**config.mk**
```make
export PLATFORM = sky130hd
export DESIGN_NAME = wdt_core
export DESIGN_NICKNAME = d
export VERILOG_FILES = /design/src/rtl/wdt_pkg.sv /design/src/rtl/wdt_stage.sv /design/src/rtl/wdt_ctrl.sv /design/src/rtl/wdt_core.sv
export SDC_FILE = /design/constraint.sdc
export NUM_CORES = 1
export LEC_CHECK = 0
export ABC_CLOCK_PERIOD_IN_PS = 4200
export BUFFER_PORTS_ARGS = -buffer_cell sky130_fd_sc_hd__buf_2
export CAP_MARGIN = 25
export CORE_MARGIN = 5
export CORE_UTILIZATION = 55
export CTS_BUF_LIST = sky130_fd_sc_hd__clkbuf_4 sky130_fd_sc_hd__clkbuf_8
export CTS_CLUSTER_DIAMETER = 80
export DETAILED_ROUTE_END_ITERATION = 7
export HOLD_SLACK_MARGIN = 0.15
export PLACE_DENSITY = 0.8
export SLEW_MARGIN = 0
export SYNTH_ARGS = -nofsm -noshare
export SYNTH_HDL_FRONTEND = slang
export SYNTH_HIERARCHICAL = 1
export SYNTH_SLANG_ARGS = --single-unit
export TNS_END_PERCENT = 1
```
**constraint.sdc**
```tcl
create_clock -name clk -period 4.2 [get_ports clk]
set_input_delay 0.84 -clock clk [delete_from_list [all_inputs] [get_ports clk]]
set_output_delay 0.84 -clock clk [all_outputs]
set_load 0.01 [all_outputs]
```
**src/rtl/wdt_pkg.sv**
```systemverilog
package wdt_pkg;
    localparam int STAGE_W = 8;
    localparam int CTRL_W  = 8;
    localparam int HSRC_BIT = 7;
    localparam int SRST_BIT = 6;
    localparam int VIEW_W   = CTRL_W - 2;

    typedef struct packed {
        logic hsrc_tick;   // 1: high stage counts ticks directly
        logic stop_rst;    // 1: stop strobe forces reset
    } wdt_ctrl_t;

    function automatic logic [CTRL_W-1:0] wdt_read(input wdt_ctrl_t c,
                                                   input logic [STAGE_W-1:0] high);
        return {c.hsrc_tick, c.stop_rst, high[STAGE_W-1 -: VIEW_W]};
    endfunction
endpackage

```
**src/rtl/wdt_stage.sv**
```systemverilog
module wdt_stage #(
    parameter int W = 8
) (
    input  logic         clk,
    input  logic         rst,
    input  logic         load,
    input  logic         en,
    output logic [W-1:0] q,
    output logic         uf
);
    localparam logic [W-1:0] ALL_ONES = {W{1'b1}};

    assign uf = en && (q == '0);

    always_ff @(posedge clk) begin
        if (rst || load) q <= ALL_ONES;
        else if (en)     q <= q - 1'b1;
    end

    // an underflow wraps the stage to all ones
    p_wrap_r10: assert property (@(posedge clk) disable iff (rst)
        (uf && !load) |=> (q == ALL_ONES));
endmodule

```
**src/rtl/wdt_ctrl.sv**
```systemverilog
module wdt_ctrl
    import wdt_pkg::*;
(
    input  logic              clk,
    input  logic              rst,
    input  logic              wr_en,
    input  logic [CTRL_W-1:0] wr_data,
    output wdt_ctrl_t         ctrl,
    output logic              armed
);
    logic locked;

    always_ff @(posedge clk) begin
        if (rst) begin
            ctrl   <= '0;
            armed  <= 1'b0;
            locked <= 1'b0;
        end else if (wr_en) begin
            ctrl.hsrc_tick <= wr_data[HSRC_BIT];
            armed          <= 1'b1;
            if (!locked) begin
                ctrl.stop_rst <= wr_data[SRST_BIT];
                locked        <= 1'b1;
            end
        end
    end

    // once set, the stop-reset select cannot be cleared by software
    p_setonly_r6: assert property (@(posedge clk) disable iff (rst)
        ctrl.stop_rst |=> ctrl.stop_rst);
    // after the first write, further writes leave the bit alone
    p_once_r6: assert property (@(posedge clk) disable iff (rst)
        (armed && wr_en) |=> $stable(ctrl.stop_rst));
endmodule

```
**src/rtl/wdt_core.sv**
```systemverilog
module wdt_core
    import wdt_pkg::*;
(
    input  logic              clk,
    input  logic              rst,
    input  logic              tick_en,
    input  logic              wr_en,
    input  logic [CTRL_W-1:0] wr_data,
    output logic [CTRL_W-1:0] rd_data,
    input  logic              stop_strobe,
    input  logic              stop_mode,
    input  logic              osc_stab,
    output logic              stop_enter,
    output logic              wdt_reset
);
    localparam int NSTAGE = 2;

    wdt_ctrl_t          ctrl;
    logic               armed;
    logic               cnt_en;
    logic [NSTAGE-1:0]  st_en;
    logic [NSTAGE-1:0]  st_uf;
    logic [STAGE_W-1:0] st_q [NSTAGE];

    wdt_ctrl u_ctrl (
        .clk    (clk),
        .rst    (rst),
        .wr_en  (wr_en),
        .wr_data(wr_data),
        .ctrl   (ctrl),
        .armed  (armed)
    );

    // a write in the same cycle wins over the tick
    assign cnt_en = armed && tick_en && !wr_en && (!stop_mode || osc_stab);

    // stage 0 = low, stage 1 = high
    assign st_en[0] = cnt_en;
    assign st_en[1] = ctrl.hsrc_tick ? cnt_en : st_uf[0];

    for (genvar g = 0; g < NSTAGE; g++) begin : g_stage
        wdt_stage #(.W(STAGE_W)) u_stage (
            .clk (clk),
            .rst (rst),
            .load(wr_en),
            .en  (st_en[g]),
            .q   (st_q[g]),
            .uf  (st_uf[g])
        );
    end

    always_ff @(posedge clk) begin
        if (rst) begin
            wdt_reset  <= 1'b0;
            stop_enter <= 1'b0;
        end else begin
            wdt_reset  <= st_uf[NSTAGE-1] || (stop_strobe && ctrl.stop_rst);
            stop_enter <= stop_strobe && !ctrl.stop_rst;
        end
    end

    assign rd_data = wdt_read(ctrl, st_q[NSTAGE-1]);

    // a write leaves both stages at all ones
    p_reload_r3: assert property (@(posedge clk) disable iff (rst)
        wr_en |=> (st_q[0] == 8'hFF && st_q[1] == 8'hFF));
    // the counter holds until armed
    p_idle_r2: assert property (@(posedge clk) disable iff (rst)
        !armed |=> (st_q[0] == 8'hFF && st_q[1] == 8'hFF));
    // stop mode without stabilise halts the low stage
    p_halt_r8: assert property (@(posedge clk) disable iff (rst)
        (stop_mode && !osc_stab && !wr_en) |=> $stable(st_q[0]));
    // the two stop outcomes never coincide
    p_excl_r7: assert property (@(posedge clk) disable iff (rst)
        !(stop_enter && wdt_reset && !$past(st_uf[NSTAGE-1])));
endmodule

```
==> flow_metrics.env, run 1 <==
export IMPL_synth_seq_cells=21
export IMPL_ir_drop_uv=200
export IMPL_syn_inst=106
export IMPL_yosysTopAreaCell="dfxtp_1"
export IMPL_clk_latency_ns=0.29
export IMPL_hold_start="u_ctrl/ctrl[0]"
export IMPL_die_w_um=52.2
export IMPL_slew_headroom_pct=66.3
export IMPL_cts_resized=0
export IMPL_wl_per_cell_um=12.1
export IMPL_antenna_cells=0
export IMPL_cts_path_max_buffers=2
export IMPL_place_area_um2=1100
export IMPL_core_rowCount=15
export IMPL_via_count=828
export IMPL_cap_violations=0
export IMPL_fin_crit_sh_pct=70.1
export IMPL_fin_skew_ns=0.00273
export IMPL_hold_path_class="reg2reg"
export IMPL_clk_transition_reported_paths_ns=0.11
export IMPL_via_per_inst=5.41
export IMPL_fin_crit_ns=2.95
export IMPL_cp_start_kind="primary input"
export IMPL_r2r_slack_ns=1.58
export IMPL_grt_pass1_wl_um=3280
export IMPL_maxSlewViolCount=0
export IMPL_reg2regPathDepth=10
export IMPL_pwr_density_cell_nw_per_um2=287
export IMPL_drive_gt1_share_pct=24.2
export IMPL_fin_area_um2=1130
export IMPL_grt_pass1_vias=790
export IMPL_worstSetupEndpointType="register"
export IMPL_whs_endpoint="stop_enter"
export IMPL_reg2reg_to="wdt_reset"
export IMPL_synth_seq_area_share_pct=43.0
export IMPL_antenna_found_initial=0
export IMPL_setup_viol=0
export IMPL_start_util_pct=57.3
export IMPL_io_pins=25
export IMPL_hpwl_um=1410
export IMPL_leakagePower_nw=0.508
export IMPL_syn_to_final_growth_pct=15.5
export IMPL_path_cells="buf_2 -> nor2b_4 -> nor3_2 -> or4bb_1 -> nor3_1 -> inv_1 -> o22ai_2 -> or4bb_1 -> nor3_1 -> a21oi_1 -> nor2_1"
export IMPL_path_class="in2reg"
export IMPL_fmax_ghz=0.339
export IMPL_synth_nets=125
export IMPL_yosysWarnings=6
export IMPL_cp_startpoint="stop_mode"
export IMPL_cts_setup_buffers=0
export IMPL_remaining_drc_errors=0
export IMPL_track_usage_pct=15.7
export IMPL_path_max_fanout=7
export IMPL_cts_made_buffers=3
export IMPL_synth_area_um2=978
export IMPL_place_congestion=0.706
export IMPL_yosysTopAreaCellShare_pct=43.0
export IMPL_num_nets_final=148
export IMPL_ys_types=26
export IMPL_timing_hold_ws_ns=0.488
export IMPL_die_h_um=52.2
export IMPL_synth_area_leaders="dfxtp_1, ha_1, nand2_1"
export IMPL_placed_cells=149
export IMPL_cts_hold_buf=0
export IMPL_avgSynthCellArea_um2=9.23
export IMPL_crit_slowest_cell="or4bb_1"
export IMPL_core_area_um2=1710
export IMPL_cts_sinks=21
export IMPL_portBuffers=18
export IMPL_drt_iter0_drc=10
export IMPL_worstMarginPinSlew_ns=0.503
export IMPL_cts_tree="done"
export IMPL_max_stage_delay_ns=0.45
export IMPL_instances_no_fill=153
export IMPL_hold_violations=0
export IMPL_drtPass1Iterations=4
export IMPL_nFillCells=142
export IMPL_routed_wl_um=1860
export IMPL_rsz0062_at_grt="no"
export IMPL_ant_nets=0
export IMPL_h_tree_depth=1
export IMPL_status="complete, no violations"
export IMPL_whs_path_depth=1
export IMPL_grt_max_degree=12
export IMPL_critPathRequiredTime_ns=4.44
export IMPL_cp_data_arrival_time_ns=3.19
export IMPL_r2r_start="u_ctrl/locked"
export IMPL_grt_ovfl_total=0
export IMPL_dieArea_um2=2720
export IMPL_setup_tns_ns=0
export IMPL_cts_root_buf="clkbuf_4"
-- power by group --
| part | switching (mW) | internal [mW] |
|---|---|---|
| Clock | 0.0569 | 0.0434 |
| Sequential | 0.00230 | 0.202 |
| Combinational | 0.0102 | 0.00902 |
-- how the worst max path moves through the flow --
stage	slack, ns	cells after the start	endpoint
final	1.25	11	wdt_reset
after global routing	1.02	11	wdt_reset
after CTS	1.26	11	wdt_reset
after detailed placement	0.94	11	wdt_reset
after global placement	0.99	11	wdt_reset
after floorplan	1.36	10	wdt_reset
-- critical path: cells and delay by family --
kind,cells,cell delay (ns)
AO/OA/AOI/OAI,2,0.39
AND/OR/NAND/NOR,7,1.78
buffers and inverters,2,0.17
-- flip-flops by register name, indices dropped and copies added, names as in the netlist --
signal	count
u_ctrl/locked	1
u_ctrl/ctrl	2
wdt_reset	1
stop_enter	1
g_stage.u_stage/q	16
-- kinds of logic (layout without fill, tap and decap cells) --
group / count (synthesis) / after routing / synth area share (%)
muxes: 1 / 1 / 1.02
adders and majority gates: 4 / 4 / 5.12
xor gates and xnor gates: 4 / 4 / 3.58
buffers and inverters: 5 / 27 / 1.92
DFF: 21 / 21 / 43.0
and+or+nand+nor: 54 / 54 / 35.9
AOI/OAI and AO/OA: 17 / 17 / 9.46
-- cell usage after synthesis --
cell type	n
and3_2	4
dfxtp_1	21
nor4_1	2
nor2_1	8
nor3b_1	1
or3_1	4
nand3b_1	4
a21oi_1	5
or4bb_1	2
o21ai_1	5
o21ai_0	6
and2b_1	1
ha_1	4
xnor2_1	4
nand4bb_1	1
nand3_1	4
nor4b_4	2
mux2i_1	1
inv_1	5
nand2_1	13
nor3_2	1
o22ai_2	1
nor2b_4	1
nand2b_1	1
nand4b_1	1
nor3_1	4
-- final cells by class --
class                           instances  area (um2)  area share, %
Inverter                                5        18.8           1.66
Sequential cell                        21         420           37.2
Tap cell                               25        31.3           2.77
Multi-Input combinational cell         80         539           47.7
Timing Repair Buffer                   18        90.1           7.97
Clock buffer                            4        30.0           2.66
-- metrics by stage --
step | utilization [%] | setup WS [ns] | power, mW
floorplan | - | 1.36 | 0.218
global placement | 64.4 | 0.986 | 0.227
detailed placement | 64.4 | 0.939 | 0.228
CTS | 66.2 | 1.26 | 0.329
global route | 66.2 | 1.02 | 0.340
finish | 66.2 | 1.25 | 0.324
-- cell usage in the layout (no fill, tap or decap) --
master,synthesis,routed
dfxtp_1,21,21
nand4bb_1,1,1
nor4_1,2,2
a21oi_1,5,5
nand2_1,13,13
clkbuf_4,0,4
nor3_2,1,1
nor3_1,4,4
and2b_1,1,1
nor2_1,8,8
nor2b_4,1,1
nand4b_1,1,1
nand3_1,4,4
xnor2_1,4,4
nand3b_1,4,4
o21ai_1,5,5
o22ai_2,1,1
and3_2,4,4
mux2i_1,1,1
nor4b_4,2,2
or3_1,4,4
o21ai_0,6,6
ha_1,4,4
buf_2,0,18
nand2b_1,1,1
nor3b_1,1,1
inv_1,5,5
or4bb_1,2,2
-- routing by layer --
layer,global-route usage [%],up-vias,part of all wire (%)
met5,0,-,0
met4,6.81,0,0.75
met3,2.56,2,4.6
met2,27.6,12,48
met1,18.6,392,46
li1,-,422,-
(Power assumes the default switching activity.)
==> inputs of run 2 (changes only) <==
- ABC_CLOCK_PERIOD_IN_PS: 4200 -> 3000
- CORE_UTILIZATION: 55 -> 53
- PLACE_DENSITY: 0.8 -> 0.78
- clock period: 4.2 -> 3 ns (I/O delays scaled with it)
==> run 2 against run 1 <==
Net effect: combinational power up 46%; critical endpoint unchanged; critical path type unchanged; first-iteration DRC count up 110%; largest cell class unchanged; register-to-register slack worse by 0.90 ns; total power up 39%.
==> flow_metrics.env, run 2 (synthesis gave the netlist of run 1 again) <==
export IMPL_max_stage_delay_ns=0.41
export IMPL_cap_violations=0
export IMPL_fin_skew_ns=0.0102
export IMPL_cp_start_kind="primary input"
export IMPL_grt_pass1_vias=819
export IMPL_via_count=845
export IMPL_whs_path_depth=1
export IMPL_die_h_um=53.0
export IMPL_place_area_um2=1110
export IMPL_fin_area_um2=1140
export IMPL_worstMarginPinSlew_ns=0.540
export IMPL_place_congestion=0.745
export IMPL_via_per_inst=5.45
export IMPL_ir_drop_uv=275
export IMPL_cts_resized=0
export IMPL_rsz0062_at_grt="no"
export IMPL_power_total_mw=0.450
export IMPL_worst_path_stages=11
export IMPL_syn_to_final_growth_pct=16.8
export IMPL_worst_path_buf_inv=2
export IMPL_portBuffers=18
export IMPL_num_nets_final=150
export IMPL_cts_root_buf="clkbuf_4"
export IMPL_hpwl_um=1460
export IMPL_leakagePower_nw=0.518
export IMPL_crit_slowest_cell="or4bb_1"
export IMPL_start_util_pct=56.1
export IMPL_register_area_um2=420
export IMPL_clk_latency_ns=0.30
export IMPL_maxSlewViolCount=0
export IMPL_h_tree_depth=1
export IMPL_pwr_density_cell_nw_per_um2=394
export IMPL_cts_path_max_buffers=2
export IMPL_remaining_drc_errors=0
export IMPL_antenna_found_initial=0
export IMPL_multiInputGateArea_um2=539
export IMPL_routed_wl_um=1900
export IMPL_critPathRequiredTime_ns=3.25
export IMPL_cts_hold_buf=0
export IMPL_cts_made_buffers=3
export IMPL_fmax_ghz=0.422
export IMPL_path_delay_family="simple AND/OR/NAND/NOR gates"
export IMPL_dieArea_um2=2810
export IMPL_path_class="in2reg"
export IMPL_grt_max_degree=13
export IMPL_nFillCells=153
export IMPL_path_cells="buf_2 -> nor2b_4 -> nor3_2 -> or4bb_1 -> nor3_1 -> inv_1 -> o22ai_2 -> or4bb_1 -> nor3_1 -> a21oi_1 -> nor2_1"
export IMPL_fin_crit_ns=2.37
export IMPL_core_rowCount=15
export IMPL_ant_nets=0
export IMPL_setup_viol=0
export IMPL_die_w_um=53.0
export IMPL_hold_violations=0
export IMPL_grt_ovfl_total=0
export IMPL_status="complete, no violations"
export IMPL_slew_headroom_pct=63.8
export IMPL_reg2regPathDepth=10
export IMPL_regMostFlops="g_stage.u_stage/q"
export IMPL_fin_crit_sh_pct=78.9
export IMPL_hold_path_class="reg2reg"
export IMPL_largest_register_ffs=16
export IMPL_worstSetupEndpointType="register"
export IMPL_cts_tree="done"
export IMPL_cts_setup_buffers=0
export IMPL_cts_sinks=21
export IMPL_io_pins=25
export IMPL_layout_commonest_cell="dfxtp_1"
export IMPL_wl_per_cell_um=12.3
export IMPL_drive_gt1_share_pct=25.4
export IMPL_antenna_cells=0
export IMPL_core_area_um2=1750
export IMPL_setup_tns_ns=0
export IMPL_drtPass1Iterations=4
export IMPL_grt_pass1_wl_um=3330
export IMPL_final_cell_mix="dfxtp_1, buf_2, nand2_1, nor2_1, o21ai_0"
export IMPL_path_max_fanout=3
export IMPL_timing_hold_ws_ns=0.495
export IMPL_cp_data_arrival_time_ns=2.62
export IMPL_track_usage_pct=15.8
export IMPL_clk_transition_reported_paths_ns=0.12
export IMPL_reg_top3="g_stage.u_stage/q: 16 flops, u_ctrl/ctrl: 2 flops"
export IMPL_drt_iter0_drc=21
[run 2: cell types whose count changed in the layout (fill, tap and decap cells not counted), sizes merged]
cell,before,now
buf,18,20
clkbuf,4,3
clkinv,0,1
[run 2: final timing paths]
check             slack (ns)         end                    start
hold / removal          0.49  stop_enter           u_ctrl/ctrl[0]
setup reg to reg        0.68   wdt_reset  g_stage[0].u_stage/q[0]
setup / recovery        0.63   wdt_reset                stop_mode
hold reg to reg         0.49  stop_enter           u_ctrl/ctrl[0]
[run 2: final cells by class]
type                       count  share of cell area [%]
clock buffer                   3                    1.97
clock inverter                 1                   0.438
inverter                       5                    1.64
multi-input combinational     80                    47.2
sequential                    21                    36.8
tap                           25                    2.74
timing repair buffer          20                    9.20
[run 2: where the power goes]
| part | internal (mW) | switching [mW] | leakage (nW) |
|---|---|---|---|
| Combinational | 0.0133 | 0.0149 | 0.329 |
| Sequential | 0.283 | 0.00345 | 0.171 |
| Clock | 0.0497 | 0.0859 | 0.0177 |
| Total | 0.346 | 0.104 | 0.518 |
[run 2: metal layers]
layer,routed length [um],global-route usage [%],part of all wire (%)
met1,874,18.7,46
met2,918,28.1,48
met3,99,3.38,5.2
met4,9,5.11,0.47
met5,0,0,0
[run 2: stage by stage]
stage               setup slack, ns  instances  util, %
floorplan                     0.396        106        -
global placement              0.330        151     63.9
detailed placement            0.286        151     63.9
CTS                           0.611        155     65.4
global route                  0.472        155     65.4
finish                        0.633        155     65.4
